===== config.mk =====
export PLATFORM = sky130hd
export DESIGN_NAME = rd_lat_pipe
export DESIGN_NICKNAME = d
export VERILOG_FILES = /design/src/rtl/rlp_pkg.sv /design/src/rtl/rlp_mode_reg.sv /design/src/rtl/rlp_delay_line.sv /design/src/rtl/rlp_burst_gen.sv /design/src/rtl/rd_lat_pipe.sv
export SDC_FILE = /design/constraint.sdc
export NUM_CORES = 1
export LEC_CHECK = 0
export ABC_AREA = 0
export BUFFER_PORTS_ARGS = -buffer_cell sky130_fd_sc_hd__buf_2
export CORE_ASPECT_RATIO = 0.6
export CORE_UTILIZATION = 60
export CTS_CLUSTER_SIZE = 8
export DETAILED_ROUTE_END_ITERATION = 16
export HOLD_SLACK_MARGIN = 0.03
export PLACE_DENSITY = 0.79
export RECOVER_POWER = 25
export SLEW_MARGIN = 20
export SYNTH_ARGS = -nofsm -noshare
export SYNTH_HDL_FRONTEND = slang
export SYNTH_SLANG_ARGS = --single-unit

===== constraint.sdc =====
create_clock -name clk -period 10.3 [get_ports clk]
set_clock_uncertainty 0.2 [all_clocks]
set_input_delay 0.515 -clock clk [delete_from_list [all_inputs] [get_ports clk]]
set_output_delay 0.515 -clock clk [all_outputs]
set_load 0.02 [all_outputs]

===== src/rtl/rlp_pkg.sv =====
package rlp_pkg;

    localparam int ADDR_W     = 16;
    localparam int MODE_W     = 13;
    localparam int CL_LSB     = 4;
    localparam int CL_CODE_W  = 3;
    localparam int AL_W       = 3;
    localparam int CL_MIN     = 3;
    localparam int CL_MAX     = 6;
    localparam int AL_MAX     = 4;
    localparam int LAT_MAX    = AL_MAX + CL_MAX;
    localparam int LAT_W      = $clog2(LAT_MAX + 1);
    localparam int CL_W       = $clog2(CL_MAX + 1);

    typedef struct packed {
        logic              vld;
        logic [ADDR_W-1:0] addr;
    } rd_tok_t;

    typedef struct packed {
        logic [CL_W-1:0] cl;
        logic [AL_W-1:0] al;
    } lat_cfg_t;

    typedef enum logic [0:0] {
        BG_IDLE = 1'b0,
        BG_TAIL = 1'b1
    } beat_st_t;

    function automatic logic cl_code_ok(input logic [CL_CODE_W-1:0] code);
        return (int'(code) >= CL_MIN) && (int'(code) <= CL_MAX);
    endfunction

    function automatic logic al_ok(input logic [AL_W-1:0] al);
        return int'(al) <= AL_MAX;
    endfunction

    function automatic logic [LAT_W-1:0] lat_total(input lat_cfg_t cfg);
        return LAT_W'(cfg.cl) + LAT_W'(cfg.al);
    endfunction

endpackage


===== src/rtl/rlp_mode_reg.sv =====
module rlp_mode_reg
    import rlp_pkg::*;
#(
    parameter int DEF_CL = 3,
    parameter int DEF_AL = 0
) (
    input  logic                 clk,
    input  logic                 rst,
    input  logic                 wr,
    input  logic [CL_CODE_W-1:0] cl_code,
    input  logic [AL_W-1:0]      al_in,
    input  logic                 busy,
    output lat_cfg_t             cfg,
    output logic                 rej
);

    logic code_good;
    logic al_good;

    assign code_good = cl_code_ok(cl_code);
    assign al_good   = al_ok(al_in);
    assign rej       = wr && (busy || !code_good || !al_good);

    always_ff @(posedge clk) begin
        if (rst) begin
            cfg.cl <= CL_W'(DEF_CL);
            cfg.al <= AL_W'(DEF_AL);
        end else if (wr && !busy) begin
            if (code_good) cfg.cl <= CL_W'(cl_code);
            if (al_good)   cfg.al <= al_in;
        end
    end

    assert_cl_legal_R2: assert property (@(posedge clk) disable iff (rst)
        (int'(cfg.cl) >= CL_MIN) && (int'(cfg.cl) <= CL_MAX));

    assert_al_range_R4: assert property (@(posedge clk) disable iff (rst)
        int'(cfg.al) <= AL_MAX);

    assert_reserved_hold_R3: assert property (@(posedge clk) disable iff (rst)
        (wr && !code_good) |=> $stable(cfg.cl));

    assert_busy_hold_R8: assert property (@(posedge clk) disable iff (rst)
        (wr && busy) |=> $stable(cfg));

endmodule


===== src/rtl/rlp_delay_line.sv =====
module rlp_delay_line
    import rlp_pkg::*;
#(
    parameter int DEPTH = LAT_MAX
) (
    input  logic              clk,
    input  logic              rst,
    input  logic              push,
    input  logic [ADDR_W-1:0] addr,
    input  logic [LAT_W-1:0]  tap_sel,
    output rd_tok_t           tap,
    output logic              head_vld,
    output logic              any_vld
);

    rd_tok_t            stg [DEPTH];
    logic [DEPTH-1:0]   vld_vec;

    always_ff @(posedge clk) begin
        if (rst) begin
            stg[0] <= '0;
        end else begin
            stg[0].vld  <= push;
            stg[0].addr <= addr;
        end
    end

    for (genvar i = 1; i < DEPTH; i++) begin : g_stage
        always_ff @(posedge clk) begin
            if (rst) stg[i] <= '0;
            else     stg[i] <= stg[i-1];
        end

        assert_gap_R7: assert property (@(posedge clk) disable iff (rst)
            !(stg[i].vld && stg[i-1].vld));
    end

    for (genvar i = 0; i < DEPTH; i++) begin : g_vld
        assign vld_vec[i] = stg[i].vld;
    end

    always_comb begin
        tap = '0;
        for (int i = 0; i < DEPTH; i++) begin
            if (tap_sel == LAT_W'(i + 1)) tap = stg[i];
        end
    end

    assign head_vld = stg[0].vld;
    assign any_vld  = |vld_vec;

    assert_push_lands_R2: assert property (@(posedge clk) disable iff (rst)
        push |=> (stg[0].vld && stg[0].addr == $past(addr)));

endmodule


===== src/rtl/rlp_burst_gen.sv =====
module rlp_burst_gen
    import rlp_pkg::*;
(
    input  logic              clk,
    input  logic              rst,
    input  rd_tok_t           tap,
    output logic              dq_valid,
    output logic [ADDR_W-1:0] dq_rise,
    output logic [ADDR_W-1:0] dq_fall,
    output logic              pend
);

    beat_st_t          st;
    logic [ADDR_W-1:0] tail_base;

    always_ff @(posedge clk) begin
        if (rst) begin
            st        <= BG_IDLE;
            tail_base <= '0;
            dq_valid  <= 1'b0;
            dq_rise   <= '0;
            dq_fall   <= '0;
        end else if (tap.vld) begin
            st        <= BG_TAIL;
            tail_base <= ADDR_W'(tap.addr + 2);
            dq_valid  <= 1'b1;
            dq_rise   <= tap.addr;
            dq_fall   <= ADDR_W'(tap.addr + 1);
        end else if (st == BG_TAIL) begin
            st        <= BG_IDLE;
            dq_valid  <= 1'b1;
            dq_rise   <= tail_base;
            dq_fall   <= ADDR_W'(tail_base + 1);
        end else begin
            dq_valid  <= 1'b0;
            dq_rise   <= '0;
            dq_fall   <= '0;
        end
    end

    assign pend = (st == BG_TAIL);

    assert_no_overlap_R6: assert property (@(posedge clk) disable iff (rst)
        pend |-> !tap.vld);

    assert_head_beat_R5: assert property (@(posedge clk) disable iff (rst)
        tap.vld |=> (dq_valid && dq_rise == $past(tap.addr)));

    assert_tail_follows_R5: assert property (@(posedge clk) disable iff (rst)
        pend |=> (dq_valid && dq_rise == ADDR_W'($past(dq_rise) + 2)));

endmodule


===== src/rtl/rd_lat_pipe.sv =====
module rd_lat_pipe
    import rlp_pkg::*;
#(
    parameter int DEF_CL = 3,
    parameter int DEF_AL = 0
) (
    input  logic              clk,
    input  logic              rst,
    input  logic              mode_wr,
    input  logic [MODE_W-1:0] mode_word,
    input  logic [AL_W-1:0]   mode_al,
    input  logic              cmd_rd,
    input  logic [ADDR_W-1:0] rd_addr,
    output logic              dq_valid,
    output logic [ADDR_W-1:0] dq_rise,
    output logic [ADDR_W-1:0] dq_fall,
    output logic              req_err
);

    lat_cfg_t cfg;
    rd_tok_t  tap;
    logic     mode_rej;
    logic     head_vld;
    logic     any_vld;
    logic     pend;
    logic     busy;
    logic     rd_accept;
    logic     rd_drop;
    logic     unused_mode_bits;

    assign unused_mode_bits = ^{mode_word[MODE_W-1:CL_LSB+CL_CODE_W],
                                mode_word[CL_LSB-1:0]};

    assign rd_accept = cmd_rd && !head_vld;
    assign rd_drop   = cmd_rd && head_vld;
    assign busy      = cmd_rd || any_vld || pend;

    rlp_mode_reg #(
        .DEF_CL (DEF_CL),
        .DEF_AL (DEF_AL)
    ) u_mode (
        .clk     (clk),
        .rst     (rst),
        .wr      (mode_wr),
        .cl_code (mode_word[CL_LSB +: CL_CODE_W]),
        .al_in   (mode_al),
        .busy    (busy),
        .cfg     (cfg),
        .rej     (mode_rej)
    );

    rlp_delay_line #(
        .DEPTH (LAT_MAX)
    ) u_line (
        .clk      (clk),
        .rst      (rst),
        .push     (rd_accept),
        .addr     (rd_addr),
        .tap_sel  (lat_total(cfg)),
        .tap      (tap),
        .head_vld (head_vld),
        .any_vld  (any_vld)
    );

    rlp_burst_gen u_burst (
        .clk      (clk),
        .rst      (rst),
        .tap      (tap),
        .dq_valid (dq_valid),
        .dq_rise  (dq_rise),
        .dq_fall  (dq_fall),
        .pend     (pend)
    );

    always_ff @(posedge clk) begin
        if (rst) req_err <= 1'b0;
        else     req_err <= mode_rej || rd_drop;
    end

    assert_err_busy_R8: assert property (@(posedge clk) disable iff (rst)
        (mode_wr && busy) |=> req_err);

    assert_err_drop_R9: assert property (@(posedge clk) disable iff (rst)
        (cmd_rd && head_vld) |=> req_err);

    assert_err_quiet_R9: assert property (@(posedge clk) disable iff (rst)
        (!mode_wr && !cmd_rd) |=> !req_err);

endmodule


==> results of run 1 <==
-- worst max path at each step --
stage	cells past startpoint	startpoint	slack (ns)	end
5_1_grt	6	rst	3.35	u_burst.dq_fall[15]
6_report	6	rst	3.73	u_burst.dq_fall[15]
2_1_floorplan	15	u_mode.cfg[0]	6.48	u_burst.dq_fall[14]
3_5_place_dp	11	u_mode.cfg[3]	5.50	u_burst.dq_fall[13]
3_3_place_gp	11	u_mode.cfg[3]	5.51	u_burst.dq_fall[13]
4_1_cts	11	u_mode.cfg[3]	5.48	u_burst.dq_fall[15]
-- repair_timing --
| item | in CTS | in global routing |
|---|---|---|
| hold buffers | 7 | 0 |
| endpoints found under the hold margin | 7 | 0 |
| setup buffers | 0 | 0 |
| endpoints found under the setup margin | 0 | 0 |
-- stage by stage --
| stage | setup slack [ns] | hold WS (ns) |
|---|---|---|
| global route | 3.35 | 0.0378 |
| finish | 3.73 | 0.0370 |
| floorplan | 6.48 | 0.229 |
| CTS | 5.48 | 0.0326 |
| detailed placement | 5.50 | 0.247 |
| global placement | 5.51 | 0.239 |
-- cell usage in the layout, fill, tap and decap left out, types with 3 or more instances in the layout --
cell type                       synthesis  layout
sky130_fd_sc_hd__a32o_1                 5       5
sky130_fd_sc_hd__o22a_1                 6       6
sky130_fd_sc_hd__a31oi_1                3       3
sky130_fd_sc_hd__xnor2_1               24      24
sky130_fd_sc_hd__mux2_2                21      21
sky130_fd_sc_hd__ha_1                   5       4
sky130_fd_sc_hd__o22ai_1               16      16
sky130_fd_sc_hd__mux2i_1               12      12
sky130_fd_sc_hd__o211ai_1               4       4
sky130_fd_sc_hd__o31ai_1                4       4
sky130_fd_sc_hd__o32a_1                 5       5
sky130_fd_sc_hd__a211oi_1              11      11
sky130_fd_sc_hd__a32oi_1                3       3
sky130_fd_sc_hd__nand4_1                7       7
sky130_fd_sc_hd__a21oi_1               50      50
sky130_fd_sc_hd__nor2b_1              172     172
sky130_fd_sc_hd__clkbuf_16              0      35
sky130_fd_sc_hd__a31o_2                 3       3
sky130_fd_sc_hd__and2_1                 9       9
sky130_fd_sc_hd__a22oi_1               21      21
sky130_fd_sc_hd__o21ai_0               43      43
sky130_fd_sc_hd__a311o_1                3       3
sky130_fd_sc_hd__inv_1                 11      11
sky130_fd_sc_hd__buf_2                  8      58
sky130_fd_sc_hd__nor4_1                 9       9
sky130_fd_sc_hd__dlygate4sd3_1          0       7
sky130_fd_sc_hd__a22o_1                 7       7
sky130_fd_sc_hd__xor2_1                 5       5
sky130_fd_sc_hd__nor2_1                54      54
sky130_fd_sc_hd__and3_1                 5       5
sky130_fd_sc_hd__o2bb2ai_1              5       5
sky130_fd_sc_hd__a2bb2oi_1              4       4
sky130_fd_sc_hd__o32ai_1                8       8
sky130_fd_sc_hd__nand3_1               24      24
sky130_fd_sc_hd__nand2_1               62      62
sky130_fd_sc_hd__nor3_1                20      20
sky130_fd_sc_hd__dfxtp_1              227     227
sky130_fd_sc_hd__buf_4                 18      12
-- power breakdown --
group | internal (W) | switching, W | total, W
Sequential | 0.000902 | 0.0000157 | 0.000918
Clock | 0.000598 | 0.000368 | 0.000966
Combinational | 0.000107 | 0.000209 | 0.000315
Total | 0.00161 | 0.000592 | 0.00220
-- critical path, cell delays in order --
cell and delay, ns:
sky130_fd_sc_hd__clkbuf_1 2.92, sky130_fd_sc_hd__inv_1 1.27, sky130_fd_sc_hd__nand2_1 1.00, sky130_fd_sc_hd__clkinv_1 0.57, sky130_fd_sc_hd__a32oi_1 0.34, sky130_fd_sc_hd__nand3_1 0.11
-- registers in the layout (all words and copies together) (netlist names) --
signal	count
u_mode.cfg	6
u_burst.dq_fall	16
u_burst.tail_base	16
req_err	1
u_burst.dq_rise	16
u_line.stg	170
u_burst.pend	1
u_burst.dq_valid	1
-- cell type report --
cell class,count,area (µm²)
multi-input combinational,678,4460
sequential,227,4540
inverter,12,45.0
timing repair buffer,78,454
clock inverter,3,40.0
tap,203,254
fill,1185,4700
clock buffer,35,876
-- cell families (layout without fill, tap and decap cells) --
logic type | after synthesis | count (layout) | synth area share (%)
and+or+nand+nor | 383 | 383 | 22.5
AOI/OAI and AO/OA | 227 | 227 | 17.3
DFF | 227 | 227 | 48.0
buffers and inverters | 85 | 128 | 4.94
muxes | 33 | 33 | 3.77
xor gates and xnor gates | 29 | 29 | 2.68
adders and majority gates | 6 | 6 | 0.872
-- routing by layer --
layer  wire length [µm]  part of all wire [%]  GRT usage [%]  up-vias
li1                   -                     -              -     3538
met1              10600                    47           41.6     3613
met2               9380                    42           40.9      274
met3               2030                   9.1           7.38       31
met4                298                   1.3           5.77        0
met5                  0                     0              0        -
==> impl_results.rst, run 1 <==
.. list-table::
   :header-rows: 1

   * - Metric
     - Value
   * - Outcome
     - complete, but fails checks
   * - Failing checks
     - capacitance limit, slew limit
   * - Post-route DRC
     - 0
   * - Latest clock arrival within the worst-skew pair
     - 0.50 ns
   * - Post-synth EDFFs
     - 0
   * - Clock edge transition at the registers on the reported setup and hold paths
     - 0.05 ns
   * - Antenna fix cells
     - 0
   * - # setup viols final
     - 0
   * - Post-detail-place hpwl
     - 14100 µm
   * - Total of buffers placed on input and output ports
     - 59
   * - Final min period
     - 6.57 ns
   * - Detail Route Antenna Nets
     - 0
   * - Reg-to-Reg End
     - u_burst.dq_fall[13]
   * - Post-Syn Area per Cell
     - 9.56 µm²
   * - Share of cells above drive strength 1
     - 15.2%
   * - Share of the yosys chip area belonging to registers
     - 48.0%
   * - Ys flop type
     - sky130_fd_sc_hd__dfxtp_1
   * - Global-route wire length before repair
     - 36200 µm
   * - Tightest Hold Check Type
     - in2reg
   * - Worst Setup Path Type
     - in2reg
   * - Clock tree from TritonCTS
     - built
   * - Full die area
     - 16300 µm²
   * - Final core utilization
     - 69.4%
   * - Per-cell routed wire length
     - 18.0 µm
   * - Final weighted congestion of routability-driven global placement
     - 0.902
   * - DIE HEIGHT
     - 99.3 µm
   * - Total negative setup slack
     - 0 ns
   * - Vias per cell
     - 6.03
   * - Pin slew with the least headroom to its limit
     - 4.24 ns
   * - Gate count of the mapped netlist
     - 990
   * - Share of Yosys cell area claimed by the top area cell type
     - 48.0%
   * - Unique cell type count in the Yosys netlist
     - 77
   * - Via count of the first global-routing pass
     - 6936
   * - Initial antenna violation count
     - 0
   * - Horizontal extent of the die
     - 164 µm
   * - Layout-stage area growth over the synthesis result
     - 12.7%
   * - Number of buffers created by CTS
     - 34
   * - Worst-case reg-to-reg path depth
     - 11
   * - Initial drt markers
     - 712
   * - Overall routing resource usage
     - 28.1%
   * - CP Launch Type
     - input port
   * - Post-synthesis sequential element count
     - 227
   * - Count of max-cap constraint violations
     - 1
   * - Setup repair after global routing missed its margin
     - false
   * - Most frequent cells after synthesis
     - sky130_fd_sc_hd__dfxtp_1, sky130_fd_sc_hd__nor2b_1, sky130_fd_sc_hd__nand2_1, sky130_fd_sc_hd__nor2_1, sky130_fd_sc_hd__a21oi_1
   * - Number of warnings printed during yosys synthesis
     - 0
   * - Post-Synthesis Net Count
     - 1032
   * - Synthesized area
     - 9470 µm²
   * - Post-layout net count
     - 1073
   * - Largest net degree at the start of global routing
     - 101
   * - Endpoints failing hold
     - 0
   * - Slew headroom
     - -183%
   * - CP Data Arrival Time
     - 6.74 ns
   * - Share of the clock period used by the worst path after layout
     - 63.8%
   * - Via count
     - 7456
   * - Top post-synthesis cells by area
     - sky130_fd_sc_hd__dfxtp_1, sky130_fd_sc_hd__nor2b_1, sky130_fd_sc_hd__a21oi_1
   * - Top-level I/O count
     - 70
   * - Minimum setup slack among reg-to-reg paths
     - 5.33 ns
   * - Maximum vdd drop
     - 0.151 mV
   * - Reg-to-reg startpoint
     - u_mode.cfg[3]
   * - Power density over the cells
     - 206 nW/µm²
   * - Number of placed instances with taps included
     - 1191
   * - H-tree level count
     - 2
   * - Placement Cell Area
     - 9690 µm²
   * - Cell depth of the worst min-delay path
     - 2
   * - Top-count cell post-synth
     - sky130_fd_sc_hd__dfxtp_1
   * - Highest clock rate
     - 0.152 GHz
   * - First-pass detailed-route iteration total
     - 5
   * - Root buffer cell
     - sky130_fd_sc_hd__clkbuf_16
   * - Clock sink count
     - 227
   * - CP required
     - 10.47 ns
   * - Final instance area
     - 10700 µm²
   * - Share of synthesized registers carrying an async set or reset
     - 0%
   * - Crit path max fanout
     - 99
   * - PostCTS Resize Cnt
     - 0
   * - Starting utilization of the core area
     - 61.6%
   * - Core region area
     - 15400 µm²
   * - Final standard cell count with taps included and fillers excluded
     - 1236
   * - Post-route total power
     - 0.00220 W
   * - Total detailed-routing wirelength
     - 22300 µm
   * - Number of max-slew violations in the final report
     - 100
   * - Worst-case hold path end point
     - u_line.stg[0][6]
   * - Critical path endpoint category
     - flop
   * - Library cell with the largest summed area after synthesis
     - sky130_fd_sc_hd__dfxtp_1
   * - Worst Hold Launch
     - rd_addr[6]
   * - Number of buffers on the longest clock path
     - 3
   * - Standard-cell rows
     - 35
   * - Residual overflow from global routing
     - 0
   * - Leakage dissipation
     - 4.12 nW
No activity file was read; power rests on OpenSTA's default activity.
==> run 2: changes to the inputs <==
--- a/config.mk
+++ b/config.mk
@@ -5,14 +5,14 @@
 export SDC_FILE = /design/constraint.sdc
 export NUM_CORES = 1
 export LEC_CHECK = 0
-export ABC_AREA = 0
+export ABC_AREA = 1
 export BUFFER_PORTS_ARGS = -buffer_cell sky130_fd_sc_hd__buf_2
 export CORE_ASPECT_RATIO = 0.6
 export CORE_UTILIZATION = 60
 export CTS_CLUSTER_SIZE = 8
 export DETAILED_ROUTE_END_ITERATION = 16
 export HOLD_SLACK_MARGIN = 0.03
-export PLACE_DENSITY = 0.79
+export PLACE_DENSITY = 0.8
 export RECOVER_POWER = 25
 export SLEW_MARGIN = 20
 export SYNTH_ARGS = -nofsm -noshare
==> constraint.sdc (replaced) <==
create_clock -name clk -period 6.5 [get_ports clk]
set_clock_uncertainty 0.2 [all_clocks]
set_input_delay 0.325 -clock clk [delete_from_list [all_inputs] [get_ports clk]]
set_output_delay 0.325 -clock clk [all_outputs]
set_load 0.02 [all_outputs]
==> impl_results.rst, run 2 <==
.. list-table::
   :header-rows: 1

   * - Metric
     - Value
   * - Worst Setup Path Type
     - reg2reg
   * - Number of buffers on the longest clock path
     - 3
   * - Residual overflow from global routing
     - 0
   * - Share of Yosys cell area claimed by the top area cell type
     - 48.2%
   * - Slew headroom
     - 43.5%
   * - Ys flop type
     - sky130_fd_sc_hd__dfxtp_1
   * - Max reg flops
     - 170
   * - Top post-synthesis cells by area
     - sky130_fd_sc_hd__dfxtp_1, sky130_fd_sc_hd__nor2_1, sky130_fd_sc_hd__inv_1
   * - Most used cells in the layout excluding fill and tap cells
     - sky130_fd_sc_hd__nor2_1, sky130_fd_sc_hd__inv_1, sky130_fd_sc_hd__dfxtp_1, sky130_fd_sc_hd__nand2_1, sky130_fd_sc_hd__buf_2
   * - Detail Route Antenna Nets
     - 0
   * - Filler instances
     - 1256
   * - Total negative setup slack
     - 0 ns
   * - Library cell with the largest summed area after synthesis
     - sky130_fd_sc_hd__dfxtp_1
   * - CP Data Arrival Time
     - 5.04 ns
   * - Total of buffers placed on input and output ports
     - 59
   * - H-tree level count
     - 2
   * - Final min period
     - 4.88 ns
   * - Initial antenna violation count
     - 0
   * - Total detailed-routing wirelength
     - 21400 µm
   * - Latest clock arrival within the worst-skew pair
     - 0.49 ns
   * - Final weighted congestion of routability-driven global placement
     - 0.936
   * - # setup viols final
     - 0
   * - Top-count cell post-synth
     - sky130_fd_sc_hd__nor2_1
   * - Core region area
     - 15400 µm²
   * - Setup repair after global routing missed its margin
     - false
   * - Share of synthesized registers carrying an async set or reset
     - 0%
   * - PostCTS Resize Cnt
     - 0
   * - Full die area
     - 16200 µm²
   * - CP required
     - 6.66 ns
   * - Via count of the first global-routing pass
     - 7932
   * - Crit path max fanout
     - 15
   * - Post-route total power
     - 0.00320 W
   * - Post-detail-place hpwl
     - 14100 µm
   * - Post-synth EDFFs
     - 0
   * - Via count
     - 8173
   * - Post-route DRC
     - 0
   * - Root buffer cell
     - sky130_fd_sc_hd__clkbuf_16
   * - Maximum vdd drop
     - 0.210 mV
   * - CP Launch Type
     - flop
   * - Most common cell after layout, fill and taps aside
     - sky130_fd_sc_hd__nor2_1
   * - Starting utilization of the core area
     - 61.4%
   * - Storage cell area
     - 4540 µm²
   * - Pin slew with the least headroom to its limit
     - 0.848 ns
   * - DIE HEIGHT
     - 99.1 µm
   * - First-pass detailed-route iteration total
     - 5
   * - Antenna fix cells
     - 0
   * - Setup Buffers After CTS
     - 0
   * - Highest clock rate
     - 0.205 GHz
   * - Count of max-cap constraint violations
     - 0
   * - Area taken by multi-input logic gates
     - 3680 µm²
   * - Synthesized area
     - 9430 µm²
   * - Number of max-slew violations in the final report
     - 0
   * - Global-route wire length before repair
     - 36200 µm
   * - Per-cell routed wire length
     - 13.7 µm
   * - Gate count of the mapped netlist
     - 1284
   * - Unique cell type count in the Yosys netlist
     - 48
   * - Standard-cell rows
     - 35
   * - Post-Syn Area per Cell
     - 7.35 µm²
   * - Share of the yosys chip area belonging to registers
     - 48.2%
   * - Largest net degree at the start of global routing
     - 109
   * - Cts-stage hold buffer count
     - 26
   * - Layout-stage area growth over the synthesis result
     - 15.9%
   * - Power density over the cells
     - 293 nW/µm²
   * - Share of cells above drive strength 1
     - 12.9%
   * - Critical path endpoint category
     - flop
   * - Number of buffers created by CTS
     - 34
   * - Post-layout net count
     - 1400
   * - Vias per cell
     - 5.23
   * - Clock edge transition at the registers on the reported setup and hold paths
     - 0.05 ns
   * - Post-Synthesis Net Count
     - 1326
   * - Overall routing resource usage
     - 27.5%
   * - Clock tree from TritonCTS
     - built
   * - Post-synthesis sequential element count
     - 227
   * - Number of warnings printed during yosys synthesis
     - 0
   * - Horizontal extent of the die
     - 164 µm
   * - Most frequent cells after synthesis
     - sky130_fd_sc_hd__nor2_1, sky130_fd_sc_hd__inv_1, sky130_fd_sc_hd__dfxtp_1, sky130_fd_sc_hd__nand2_1, sky130_fd_sc_hd__nand3_1
   * - Outcome
     - completed
   * - Initial drt markers
     - 749
   * - Clock sink count
     - 227
   * - Top-level I/O count
     - 70
   * - Endpoints failing hold
     - 0
   * - Register with the highest flop count
     - u_line.stg
   * - Tightest Hold Check Type
     - in2reg
   * - Leakage dissipation
     - 4.69 nW
   * - Share of the clock period used by the worst path after layout
     - 75.1%
==> run 2: power breakdown <==
part | total, W | internal [W] | switching [W]
clock network | 0.00152 | 0.000948 | 0.000571
registers | 0.00143 | 0.00142 | 0.0000126
logic | 0.000254 | 0.0000721 | 0.000182
==> run 2: cell families (layout without fill, tap and decap cells) <==
family	Yosys count	after routing	share of synthesized area, %
simple gates	648	648	31.8
compound gates	100	100	6.07
xor+xnor	3	3	0.279
fa+ha+maj	6	6	0.875
buf+inv	300	376	12.8
flops	227	227	48.2
==> run 2: cell type report <==
cell class | instances | share of cell area [%]
clock buffer | 35 | 8.01
sequential | 227 | 41.6
clock inverter | 3 | 0.366
multi-input combinational | 757 | 33.7
tap | 203 | 2.32
timing repair buffer | 88 | 5.35
inverter | 250 | 8.64
==> run 2: layer usage <==
layer	global-route usage (%)	routed length, µm
met5	0	0
met4	6.91	286
met3	6.21	1860
met2	43.7	9360
met1	38.0	9930
==> run 2: metrics by stage <==
| stage | hold slack, ns | cells | worst slack [ns] | cell area [µm²] | utilization, % |
|---|---|---|---|---|---|
| floorplan | 0.203 | 1284 | 3.35 | 9430 | - |
| global placement | 0.206 | 1499 | 1.92 | 9750 | 63.4 |
| detailed placement | 0.211 | 1499 | 1.80 | 9750 | 63.4 |
| CTS | 0.161 | 1563 | 1.69 | 10900 | 71.1 |
| global route | 0.202 | 1563 | 1.39 | 10900 | 71.1 |
| finish | 0.118 | 1563 | 1.62 | 10900 | 71.1 |
==> run 2: critical path: stages (launching register included) <==
cell and delay [ns]:
sky130_fd_sc_hd__dfxtp_1 0.31, sky130_fd_sc_hd__ha_1 0.22, sky130_fd_sc_hd__fa_1 0.82, sky130_fd_sc_hd__inv_1 0.15
sky130_fd_sc_hd__nor2_4 0.38, sky130_fd_sc_hd__nand3_1 0.56, sky130_fd_sc_hd__inv_1 0.42, sky130_fd_sc_hd__nand2_1 0.10
sky130_fd_sc_hd__nand4_1 0.11, sky130_fd_sc_hd__a21oi_1 0.07, sky130_fd_sc_hd__nand4_2 0.26, sky130_fd_sc_hd__ha_1 0.24
sky130_fd_sc_hd__inv_1 0.05, sky130_fd_sc_hd__nor2_1 0.10, sky130_fd_sc_hd__nand2_1 0.13, sky130_fd_sc_hd__nor2_4 0.19
sky130_fd_sc_hd__nand3_2 0.10, sky130_fd_sc_hd__inv_1 0.10, sky130_fd_sc_hd__nand3_1 0.08, sky130_fd_sc_hd__nand2_1 0.08
sky130_fd_sc_hd__nor2_1 0.08
==> run 2: path summary, 6_finish.rpt <==
kind                     startpoint  slack, ns  cells after the start                  end
hold reg to reg   u_line.stg[3][31]       0.21                      2    u_line.stg[4][14]
hold / removal                  rst       0.12                      2   u_burst.dq_fall[7]
setup reg to reg      u_mode.cfg[0]       1.62                     20  u_burst.dq_fall[12]
setup / recovery      u_mode.cfg[0]       1.62                     20  u_burst.dq_fall[12]
